===== src/rtl/pit_pkg.sv =====
package pit_pkg;
   typedef enum logic {
      LL_PROGRAMMED = 1'b0,
      LL_FRAME      = 1'b1
   } ll_src_e;
endpackage


===== src/rtl/pit_ctrl.sv =====
module pit_ctrl #(
   parameter int TVAL_W = 7
) (
   input  logic              clk,
   input  logic              rst_n,
   input  logic              cfg_wr,
   input  logic [TVAL_W:0]   cfg_wdata,
   input  logic              start_cmd,
   input  logic              op_mode_en,
   input  logic              frame_tick,
   output logic [TVAL_W-1:0] period_val,
   output pit_pkg::ll_src_e  ll_src,
   output logic              running,
   output logic              load,
   output logic              active,
   output logic              frame_ev
);
   logic [TVAL_W:0] cfg_q;
   logic            stop_now;

   assign stop_now   = cfg_wr | ~op_mode_en;
   assign load       = start_cmd & ~stop_now;
   assign active     = running & ~stop_now;
   assign frame_ev   = active & frame_tick;
   assign period_val = cfg_q[TVAL_W-1:0];
   assign ll_src     = pit_pkg::ll_src_e'(cfg_q[TVAL_W]);

   always_ff @(posedge clk or negedge rst_n) begin
      if (!rst_n) begin
         cfg_q   <= '0;
         running <= 1'b0;
      end else begin
         if (cfg_wr) cfg_q <= cfg_wdata;
         if (stop_now)   running <= 1'b0;
         else if (load)  running <= 1'b1;
      end
   end

   p_write_stops_r4: assert property (@(posedge clk) disable iff (!rst_n)
      cfg_wr |=> !running);
   p_mode_stops_r5: assert property (@(posedge clk) disable iff (!rst_n)
      !op_mode_en |=> !running);
   p_start_runs_r3: assert property (@(posedge clk) disable iff (!rst_n)
      (start_cmd && !cfg_wr && op_mode_en) |=> running);
endmodule


===== src/rtl/pit_base_div.sv =====
module pit_base_div #(
   parameter int FRAME_DIV = 2
) (
   input  logic clk,
   input  logic rst_n,
   input  logic restart,
   input  logic frame_ev,
   output logic base_tick
);
   initial assert (FRAME_DIV >= 1) else $fatal(1, "FRAME_DIV must be at least 1");

   generate
      if (FRAME_DIV == 1) begin : g_pass
         assign base_tick = frame_ev;
      end else begin : g_div
         localparam int DW = $clog2(FRAME_DIV);
         localparam logic [DW-1:0] LAST = DW'(FRAME_DIV - 1);
         logic [DW-1:0] phase_q;

         assign base_tick = frame_ev & (phase_q == LAST);

         always_ff @(posedge clk or negedge rst_n) begin
            if (!rst_n)          phase_q <= '0;
            else if (restart)    phase_q <= '0;
            else if (base_tick)  phase_q <= '0;
            else if (frame_ev)   phase_q <= phase_q + 1'b1;
         end

         p_phase_range_r2: assert property (@(posedge clk) disable iff (!rst_n)
            phase_q <= LAST);
      end
   endgenerate
endmodule


===== src/rtl/pit_period_cnt.sv =====
module pit_period_cnt #(
   parameter int TVAL_W = 7
) (
   input  logic              clk,
   input  logic              rst_n,
   input  logic              load,
   input  logic [TVAL_W-1:0] reload_val,
   input  logic              base_tick,
   input  logic              running,
   output logic              expire
);
   initial assert (TVAL_W >= 1) else $fatal(1, "TVAL_W must be at least 1");

   logic [TVAL_W-1:0] cnt_q;

   assign expire = base_tick & (cnt_q == '0);

   always_ff @(posedge clk or negedge rst_n) begin
      if (!rst_n)          cnt_q <= '0;
      else if (load)       cnt_q <= reload_val;
      else if (base_tick)  cnt_q <= (cnt_q == '0) ? reload_val : cnt_q - 1'b1;
   end

   p_count_bound_r10: assert property (@(posedge clk) disable iff (!rst_n)
      running |-> (cnt_q <= reload_val));
   p_reload_after_fire_r2: assert property (@(posedge clk) disable iff (!rst_n)
      (expire && !load) |=> (cnt_q == $past(reload_val)));
endmodule


===== src/rtl/pit_strobe_out.sv =====
module pit_strobe_out (
   input  logic             clk,
   input  logic             rst_n,
   input  logic             expire,
   input  logic             frame_ev,
   input  logic             active,
   input  logic             mf_mode_sel,
   input  pit_pkg::ll_src_e ll_src,
   output logic             tmr_irq_pulse,
   output logic             mf_sync_pulse,
   output logic             lastlook_pulse
);
   always_ff @(posedge clk or negedge rst_n) begin
      if (!rst_n) begin
         tmr_irq_pulse  <= 1'b0;
         mf_sync_pulse  <= 1'b0;
         lastlook_pulse <= 1'b0;
      end else begin
         tmr_irq_pulse  <= expire;
         mf_sync_pulse  <= expire & mf_mode_sel;
         lastlook_pulse <= (ll_src == pit_pkg::LL_FRAME) ? frame_ev : expire;
      end
   end

   p_mf_with_irq_r7: assert property (@(posedge clk) disable iff (!rst_n)
      mf_sync_pulse |-> tmr_irq_pulse);
   p_quiet_idle_r6: assert property (@(posedge clk) disable iff (!rst_n)
      !$past(active) |-> !(tmr_irq_pulse || mf_sync_pulse || lastlook_pulse));
   p_irq_single_r11: assert property (@(posedge clk) disable iff (!rst_n)
      tmr_irq_pulse |=> !tmr_irq_pulse);
endmodule


===== src/rtl/pcm_interval_timer.sv =====
module pcm_interval_timer #(
   parameter int TVAL_W    = 7,
   parameter int FRAME_DIV = 2
) (
   input  logic              clk,
   input  logic              rst_n,
   input  logic              frame_tick,
   input  logic              cfg_wr,
   input  logic [TVAL_W:0]   cfg_wdata,
   input  logic              start_cmd,
   input  logic              op_mode_en,
   input  logic              mf_mode_sel,
   output logic              running,
   output logic              tmr_irq_pulse,
   output logic              mf_sync_pulse,
   output logic              lastlook_pulse
);
   logic [TVAL_W-1:0] period_val;
   pit_pkg::ll_src_e  ll_src;
   logic              load, active, frame_ev, base_tick, expire;

   pit_ctrl #(.TVAL_W(TVAL_W)) u_ctrl (
      .clk(clk), .rst_n(rst_n), .cfg_wr(cfg_wr), .cfg_wdata(cfg_wdata),
      .start_cmd(start_cmd), .op_mode_en(op_mode_en), .frame_tick(frame_tick),
      .period_val(period_val), .ll_src(ll_src), .running(running),
      .load(load), .active(active), .frame_ev(frame_ev)
   );

   pit_base_div #(.FRAME_DIV(FRAME_DIV)) u_div (
      .clk(clk), .rst_n(rst_n), .restart(load), .frame_ev(frame_ev),
      .base_tick(base_tick)
   );

   pit_period_cnt #(.TVAL_W(TVAL_W)) u_cnt (
      .clk(clk), .rst_n(rst_n), .load(load), .reload_val(period_val),
      .base_tick(base_tick), .running(running), .expire(expire)
   );

   pit_strobe_out u_out (
      .clk(clk), .rst_n(rst_n), .expire(expire), .frame_ev(frame_ev),
      .active(active), .mf_mode_sel(mf_mode_sel), .ll_src(ll_src),
      .tmr_irq_pulse(tmr_irq_pulse), .mf_sync_pulse(mf_sync_pulse),
      .lastlook_pulse(lastlook_pulse)
   );

   p_stopped_no_irq_r6: assert property (@(posedge clk) disable iff (!rst_n)
      (!running && !start_cmd) |=> !tmr_irq_pulse);
endmodule


===== config.mk =====
export PLATFORM = sky130hd
export DESIGN_NAME = pcm_interval_timer
export DESIGN_NICKNAME = d
export VERILOG_FILES = /design/src/rtl/pit_pkg.sv /design/src/rtl/pit_ctrl.sv /design/src/rtl/pit_base_div.sv /design/src/rtl/pit_period_cnt.sv /design/src/rtl/pit_strobe_out.sv /design/src/rtl/pcm_interval_timer.sv
export SDC_FILE = /design/constraint.sdc
export NUM_CORES = 1
export LEC_CHECK = 0
export BUFFER_PORTS_ARGS = -buffer_cell sky130_fd_sc_hd__buf_2
export CORE_ASPECT_RATIO = 0.8
export CORE_MARGIN = 2
export CORE_UTILIZATION = 48
export DETAILED_ROUTE_END_ITERATION = 12
export MAX_ROUTING_LAYER = met4
export PLACE_DENSITY = 0.79
export SYNTH_ARGS = -nofsm -noshare
export SYNTH_HDL_FRONTEND = slang
export SYNTH_HIERARCHICAL = 1
export SYNTH_SLANG_ARGS = --single-unit
export TNS_END_PERCENT = 20

===== constraint.sdc =====
create_clock -name clk -period 1.8 [get_ports clk]
set_input_delay 0.09 -clock clk [delete_from_list [all_inputs] [get_ports clk]]
set_output_delay 0.09 -clock clk [all_outputs]
set_load 0.02 [all_outputs]

# ---- Word-level counts from Yosys, hierarchy flattened
# Cells that the tools add are included.
dict set report word_totals {
  register_bits 20
  latchBits 0
  ramBits 0
  romBits 0
  n_memories 0
}
dict set report classes {
  addsub 2
  multipliers 0
  div_mod_pow 0
  order_cmp 0
  n_eq_ne 0
  shifts 0
  n_mux 9
  bitwise 9
  n_reduce_logical 4
}
# cell count
set ops {}
lappend ops {{$mux W7} 3}
lappend ops {{$logic_not A7 Y1} 1}
lappend ops {{$sub A7 B1 Y7 const B} 1}
lappend ops {{$and A1 B1 Y1} 6}
lappend ops {{$mux W1} 6}
lappend ops {{$reduce_bool A2 Y1} 2}
lappend ops {{$reduce_bool A3 Y1} 1}
lappend ops {{$not A1 Y1} 2}
lappend ops {{$add A1 B1 Y1 const B} 1}
lappend ops {{$or A1 B1 Y1} 1}

# ---- Longest topological paths before layout
# Gate-level depths: netlist of the first run.
dict set report depth {
  word_depth 8
  ltp_mapped 8
}

# ---- Hierarchy
# Netlist of the first run, hierarchy kept.
# module n_inst cells_each area_per_inst_um2 seq_area_each_um2
set by_module_without_submodules {}
lappend by_module_without_submodules {pit_period_cnt 1 54 498.0 175.2}
lappend by_module_without_submodules {pit_ctrl 1 23 396.6 225.2}
lappend by_module_without_submodules {pit_strobe_out 1 5 96.3 75.1}
lappend by_module_without_submodules {pit_base_div 1 4 45.0 25.0}

# ---- Worst setup path before layout of the first run
# OpenSTA, ideal clock, no wires.
dict set report synth_path {
  path_type {flip-flop to flip-flop}
  start {register u_ctrl.running}
  end {register u_cnt.cnt_q[3]}
  t_arrival_ns 1.658
  required_time_ns 1.674
  path_slack_ns 0.016
  stages_incl_launch_ff 7
  path_buffers 1
  cell_sequence {dfrtp_1 > and3_1 > and2_2 > or2_1 > buf_2 > and3_4 > a311o_1}
}
dict set report synth_between {
  elab_chain_cells 4
}
# item line
set synth_rtl {}
lappend synth_rtl {{from (decl)} pit_ctrl.sv:13} ;# output logic running,
lappend synth_rtl {{from (signal assigned)} pit_ctrl.sv:31} ;# running <= 1'b0;
lappend synth_rtl {{from (signal assigned)} pit_ctrl.sv:34} ;# if (stop_now) running <= 1'b0;
lappend synth_rtl {{from (signal assigned)} pit_ctrl.sv:35} ;# else if (load) running <= 1'b1;
lappend synth_rtl {{$and A1 B1 Y1} pit_ctrl.sv:23} ;# assign active = running & ~stop_now;
lappend synth_rtl {{$and A1 B1 Y1} pit_ctrl.sv:24} ;# assign frame_ev = active & frame_tick;
lappend synth_rtl {{net frame_ev} pcm_interval_timer.sv:20} ;# logic load, active, frame_ev, base_tick, expire;
lappend synth_rtl {{$and A1 B1 Y1} pit_base_div.sv:20} ;# assign base_tick = frame_ev & (phase_q == LAST);
lappend synth_rtl {{net base_tick} pcm_interval_timer.sv:20}
lappend synth_rtl {{$reduce_bool A2 Y1 (no line)} -}
lappend synth_rtl {{to (signal assigned)} pit_period_cnt.sv:20} ;# else if (load) cnt_q <= reload_val;
lappend synth_rtl {{to (signal assigned)} pit_period_cnt.sv:21} ;# else if (base_tick) cnt_q <= (cnt_q == '0) ? reload_val : cnt_q - 1'b1;
lappend synth_rtl {{to (decl)} pit_period_cnt.sv:14} ;# logic [TVAL_W-1:0] cnt_q;
# The timed path passes the listed nets, and every way through them passes these cells.
# A chain may end at the register's enable or synchronous reset.

# ---- Worst setup path after layout of the first run
dict set report layout_path {
  start {register u_cnt.cnt_q[0]}
  end {register u_cnt.cnt_q[3]}
}
dict set report layout_between {
  elab_chain_cells 4
  elab_cells_between_ends 5
}
# item line
set layout_rtl {}
lappend layout_rtl {{$sub A7 B1 Y7 or $logic_not A7 Y1 (tied branches)} pit_period_cnt.sv:21}
lappend layout_rtl {{$mux W7 * (2 in series)} pit_period_cnt.sv:21}
lappend layout_rtl {{$mux W7 *} pit_period_cnt.sv:20}
# Mark *: on every way between the ends. The rest lies on a longest branch, timed or not. The select of a mux whose other input is x is not followed.

==> reports/summary.json, run 1 <==
{
  "layout": {
    "areaGrowthSynthToFinish_pct": 26.7,
    "post_layout_net_count": 135,
    "post_route_cells_drive_above_1_share": 0.402,
    "stdcell_count": 141,
    "number_of_antenna_diodes": 0
  },
  "drt": {
    "routed-via-count": 783,
    "drtIter0Drc": 32,
    "drc_violation_count_after_routing": 0,
    "post_drt_wl_per_cell_um": 15.8,
    "vias_per_cell": 5.55,
    "first_pass_iters": 4,
    "antenna_left": 0,
    "drt_wl_total_um": 2230
  },
  "pwr": {
    "power.ir.vdd_worst_mv": 0.733,
    "share_comb_of_total_power": 0.268,
    "seq_power_share": 0.459,
    "power_frac_clock": 0.273,
    "switching_share": 0.301,
    "netSwitchingPower_w": 0.000401,
    "pwr_density_cell_nw_per_um2": 1020,
    "power_report.internal_total_w": 0.000930,
    "p_leak_nw": 0.631
  },
  "timing": {
    "worstMarginPinSlew_ns": 0.449,
    "final.period_utilization": 0.954,
    "slew_headroom": 0.701,
    "setup_total_negative_slack_ns": 0,
    "layout_min_cycle_time_ns": 1.72,
    "final-setup-viol-count": 0,
    "unrepaired_setup_endpoints_after_global_routing": "true",
    "hold_violation_total_from_the_final_report": 0,
    "pins_over_their_slew_limit": 0,
    "max_freq_mhz": 582,
    "fin_skew_ns": 0.00542
  },
  "global_route": {
    "grt_max_degree": 21,
    "grt_pass1_wl_um": 3300,
    "grt_antenna_before_repair": 0,
    "vias_in_the_first_global_route": 699,
    "grt_util_all_layers": 0.182,
    "grt.overflow.total": 0
  },
  "floorplanning": {
    "core_sq_um": 1940,
    "num_io_pins": 19,
    "chipHeight_um": 45.4,
    "rows": 14,
    "die_width_um": 55.8,
    "die_area_sq_um": 2530,
    "initial_core_util": 0.530
  },
  "clock_network": {
    "cts_sink_cnt": 20,
    "max-clock-path-buffers": 2,
    "clk_pin_slew_ns": 0.11,
    "cts_tree": "built",
    "htreeDepth": 1,
    "numCtsBuffers": 3,
    "cts_root_buffer": "clkbuf_4",
    "clock_insertion_delay_worst_skew_ns": 0.30
  },
  "worst_setup_path": {
    "cp.buffers_inverters": 1,
    "cpPeakStageDelay_ns": 0.43,
    "slowest_stage": "dfrtp_1",
    "critical_path_arrival_ns": 1.91,
    "timing.critical_path.required_ns": 1.99,
    "timing.critical_path.max_delay_family": "simple AND/OR/NAND/NOR gates",
    "worstSetupPathType": "reg2reg",
    "timing.critical_path.to_type": "flop",
    "startpoint_type": "flop",
    "crit_path_cell_trace": "inv_2 -> ha_1 -> nor4b_4 -> a21oi_2 -> and3_4 -> a311o_1",
    "timing.critical_path.fanout_max": 5
  },
  "hold_path": {
    "class_of_the_most_critical_hold_timing_path": "in2reg"
  },
  "status": {
    "outcome": "complete, no violations"
  },
  "yosys": {
    "mean_instance_size_in_the_synthesized_netlist_sq_um": 12.1,
    "synth-warning-count": 6,
    "synthesis.instances": 85,
    "syn_area_sq_um": 1030,
    "syn-num-nets": 102
  },
  "placement": {
    "hpwlAfterDp_um": 1460,
    "dpl.cell_count": 126,
    "gp_congestion": 0.881,
    "io_buffer_count": 18
  },
  "flow_run": {
    "drv_cap": 0
  }
}
## registers in the layout, indices dropped and copies added, names as in the netlist
name / count
u_ctrl/cfg_q: 8
u_out/tmr_irq_pulse: 1
u_ctrl/running: 1
u_out/lastlook_pulse: 1
u_out/mf_sync_pulse: 1
u_div/g_div.phase_q: 1
u_cnt/cnt_q: 7
## per-layer routing
metal,share of wire,wire length (um),vias up,GRT usage
met1,0.42,940,382,0.216
met3,0.044,99,2,0.0455
met5,0,0,-,-
met4,0.0085,19,0,0.0585
li1,-,-,371,-
met2,0.52,1170,28,0.314
## path summary, 6_finish.rpt
| check | start | slack (ns) | endpoint | cells past startpoint |
|---|---|---|---|---|
| min in group asynchronous | rst_n | 0.30 | u_out/lastlook_pulse | 2 |
| worst max-delay path | u_cnt/cnt_q[0] | 0.08 | u_cnt/cnt_q[3] | 6 |
| worst min-delay path | cfg_wdata[5] | 0.01 | u_ctrl/cfg_q[5] | 2 |
| max in group asynchronous | rst_n | 1.19 | u_ctrl/cfg_q[4] | 2 |
| worst min register to register | u_ctrl/running | 0.50 | u_ctrl/running | 1 |
| worst max register to register | u_cnt/cnt_q[0] | 0.08 | u_cnt/cnt_q[3] | 6 |
## cell type report
class                           count  area, sq um
Timing Repair Buffer               31          208
Clock inverter                      1         30.0
Multi-Input combinational cell     56          492
Fill cell                         152          639
Clock buffer                        3         22.5
Tap cell                           24         30.0
Sequential cell                    20          500
Inverter                            6         22.5
## stage by stage
step	setup WS (ns)	utilization	hold WS, ns	area (sq um)	power [W]
floorplan	0.0239	-	-0.206	1030	0.000814
global placement	0.141	0.588	0.0500	1140	0.000885
detailed placement	0.0785	0.588	0.0575	1140	0.000904
CTS	0.0386	0.625	0.00586	1220	0.00127
global route	-0.0224	0.671	0.000781	1310	0.00140
finish	0.0832	0.671	0.0134	1310	0.00133
## power groups by stage
stage	sequential (W)	combinational [W]	clock [W]
floorplan	0.000593	0.000221	0
global placement	0.000607	0.000278	0
detailed placement	0.000613	0.000291	0
CTS	0.000603	0.000300	0.000370
global route	0.000621	0.000389	0.000391
finish	0.000611	0.000356	0.000363
## what timing repair did
action,4_1_cts,5_1_grt
setup endpoints to repair,0,2
hold buffers,2,6
buffers inserted,0,3
gates resized for setup,0,3
endpoints found under the hold margin,21,6
## placed cells by master (no fill, tap or decap), types with 2 or more instances in the layout
| cell type | n |
|---|---|
| inv_2 | 2 |
| dfrtp_1 | 20 |
| nor3_1 | 2 |
| mux2_4 | 9 |
| nor2_1 | 4 |
| buf_2 | 18 |
| clkbuf_4 | 3 |
| nand3b_1 | 2 |
| o21ai_0 | 4 |
| a22oi_1 | 2 |
| o211ai_1 | 2 |
| inv_1 | 4 |
| ha_1 | 2 |
| a21oi_1 | 2 |
| and2_1 | 2 |
| buf_4 | 5 |
| nand3_1 | 2 |
| dlygate4sd3_1 | 8 |
Power figures use the tool's default switching activity.
==> run 2: changes to the inputs <==
--- a/config.mk
+++ b/config.mk
@@ -6,8 +6,7 @@
 export NUM_CORES = 1
 export LEC_CHECK = 0
 export BUFFER_PORTS_ARGS = -buffer_cell sky130_fd_sc_hd__buf_2
-export CORE_ASPECT_RATIO = 0.8
-export CORE_MARGIN = 2
+export CAP_MARGIN = 40
 export CORE_UTILIZATION = 48
 export DETAILED_ROUTE_END_ITERATION = 12
 export MAX_ROUTING_LAYER = met4
==> reports/summary.json, run 2 (same netlist as run 1, synthesis figures left out) <==
{
  "pwr": {
    "power.ir.vdd_worst_mv": 0.680,
    "pwr_density_cell_nw_per_um2": 1030,
    "p_leak_nw": 0.620,
    "power_after_layout_w": 0.00132
  },
  "clock_network": {
    "cts_root_buffer": "clkbuf_4",
    "htreeDepth": 1,
    "cts_sink_cnt": 20,
    "cts_tree": "built",
    "clock_insertion_delay_worst_skew_ns": 0.30,
    "numCtsBuffers": 3,
    "max-clock-path-buffers": 2,
    "clk_pin_slew_ns": 0.12
  },
  "floorplanning": {
    "chipHeight_um": 48.3,
    "initial_core_util": 0.520,
    "num_io_pins": 19,
    "rows": 16,
    "core_sq_um": 1980,
    "die_width_um": 48.3,
    "die_area_sq_um": 2330
  },
  "drt": {
    "post_drt_wl_per_cell_um": 14.9,
    "drt_wl_total_um": 2100,
    "first_pass_iters": 4,
    "drc_violation_count_after_routing": 0,
    "vias_per_cell": 5.60,
    "antenna_left": 0,
    "routed-via-count": 789,
    "drtIter0Drc": 28
  },
  "placement": {
    "dpl.cell_count": 129,
    "io_buffer_count": 18,
    "gp_congestion": 0.746,
    "hpwlAfterDp_um": 1470
  },
  "worst_setup_path": {
    "slowest_stage": "dfrtp_1",
    "cpPeakStageDelay_ns": 0.41,
    "crit_path_cell_trace": "and3_1 -> and2_2 -> or2_1 -> and3_4 -> a311o_1",
    "timing.critical_path.max_delay_family": "simple AND/OR/NAND/NOR gates",
    "cp.buffers_inverters": 0,
    "timing.critical_path.to_type": "flop",
    "timing.critical_path.fanout_max": 8,
    "crit-reg2reg-launch": "u_ctrl/running",
    "worstSetupPathType": "reg2reg",
    "timing.critical_path.required_ns": 2.00,
    "r2r_end": "u_cnt/cnt_q[3]",
    "ff2ff_path_depth": 5,
    "ff2ff_setup_slack_ns": 0.10,
    "critical_path_arrival_ns": 1.89,
    "startpoint_type": "flop"
  },
  "timing": {
    "unrepaired_setup_endpoints_after_global_routing": "false",
    "slew_headroom": 0.595,
    "final.period_utilization": 0.942,
    "fin_skew_ns": 0.0113,
    "hold_violation_total_from_the_final_report": 0,
    "pins_over_their_slew_limit": 0,
    "worstMarginPinSlew_ns": 0.602,
    "setup_total_negative_slack_ns": 0,
    "final-setup-viol-count": 0,
    "max_freq_mhz": 590,
    "layout_min_cycle_time_ns": 1.70
  },
  "layout": {
    "largest_reg_flops": 8,
    "commonest_cells_after_routing_fill_and_taps_aside": "dfrtp_1 (20), buf_2 (18), mux2_4 (9)",
    "layout_commonest_cell": "dfrtp_1",
    "number_of_antenna_diodes": 0,
    "post_layout_net_count": 132,
    "final_core_util": 0.645,
    "areaGrowthSynthToFinish_pct": 24.1,
    "post_route_cells_drive_above_1_share": 0.412,
    "biggestRegsByFlops": "u_ctrl/cfg_q x8, u_cnt/cnt_q x7",
    "fillers": 139,
    "largest_register": "u_ctrl/cfg_q",
    "stdcell_count": 141
  },
  "status": {
    "outcome": "complete, no violations"
  },
  "hold_path": {
    "class_of_the_most_critical_hold_timing_path": "in2reg",
    "holdPathStages": 2,
    "hold_path_end": "u_ctrl/cfg_q[7]",
    "worst_hold_startpoint": "cfg_wdata[7]"
  },
  "global_route": {
    "grt_antenna_before_repair": 0,
    "grt_util_all_layers": 0.202,
    "grt.overflow.total": 0,
    "vias_in_the_first_global_route": 752,
    "grt_pass1_wl_um": 3460,
    "grt_max_degree": 21
  },
  "flow_run": {
    "drv_cap": 0
  }
}
run 2: worst register-to-register path: cells and delay by family, from the launching register on:
family           cells  cell delay [ns]
AND/OR/NAND/NOR      4             0.86
flip-flops           1             0.41
AO/OA/AOI/OAI        1             0.32
run 2: routing by layer:
layer / vias to the layer above / routed length (um) / GRT usage
li1: 368 / - / -
met1: 384 / 954 / 0.246
met2: 33 / 1030 / 0.336
met3: 4 / 85 / 0.0283
met4: 0 / 29 / 0.0882
met5: - / 0 / -
run 2: area by class of cell:
class | count | area [sq um] | share of cell area
clock buffers | 3 | 22.5 | 0.0176
clock inverters | 1 | 30.0 | 0.0235
inverters | 6 | 22.5 | 0.0176
multi-input cells | 56 | 490 | 0.384
flip-flops and latches | 20 | 500 | 0.392
well taps | 27 | 33.8 | 0.0264
repair buffers | 28 | 178 | 0.139
run 2: how the worst max path moves through the flow:
stage | start | end | slack [ns] | cells after the start
after CTS | u_cnt/cnt_q[0] | u_cnt/cnt_q[3] | 0.01 | 6
final | u_ctrl/running | u_cnt/cnt_q[3] | 0.10 | 5
after global routing | u_cnt/cnt_q[0] | u_cnt/cnt_q[3] | 0.001 | 6
after global placement | u_cnt/cnt_q[0] | u_cnt/cnt_q[3] | 0.13 | 6
after detailed placement | u_cnt/cnt_q[0] | u_cnt/cnt_q[3] | 0.03 | 6
after floorplan | u_ctrl/running | u_cnt/cnt_q[3] | 0.02 | 6
run 2: stage by stage:
stage	cell area, sq um	hold WS [ns]	setup WS (ns)
3_3_place_gp	1150	0.0578	0.134
6_report	1280	0.0166	0.104
4_1_cts	1220	0.00268	0.0106
5_1_grt	1280	0.000655	0.000968
3_5_place_dp	1150	0.0533	0.0292
2_1_floorplan	1030	-0.206	0.0239
run 2: report_power, final:
group,internal [W],switching (W),total (W)
clock,0.000225,0.000138,0.000363
sequential,0.000521,0.0000904,0.000612
combinational,0.000176,0.000167,0.000343
run 2: repair_timing:
| item | 4_1_cts | 5_1_grt |
|---|---|---|
| setup buffers | 0 | 3 |
| endpoints found under the setup margin | 0 | 4 |
| gates resized for setup | 0 | 3 |
| endpoints found under the hold margin | 21 | 3 |
| hold buffers | 2 | 3 |
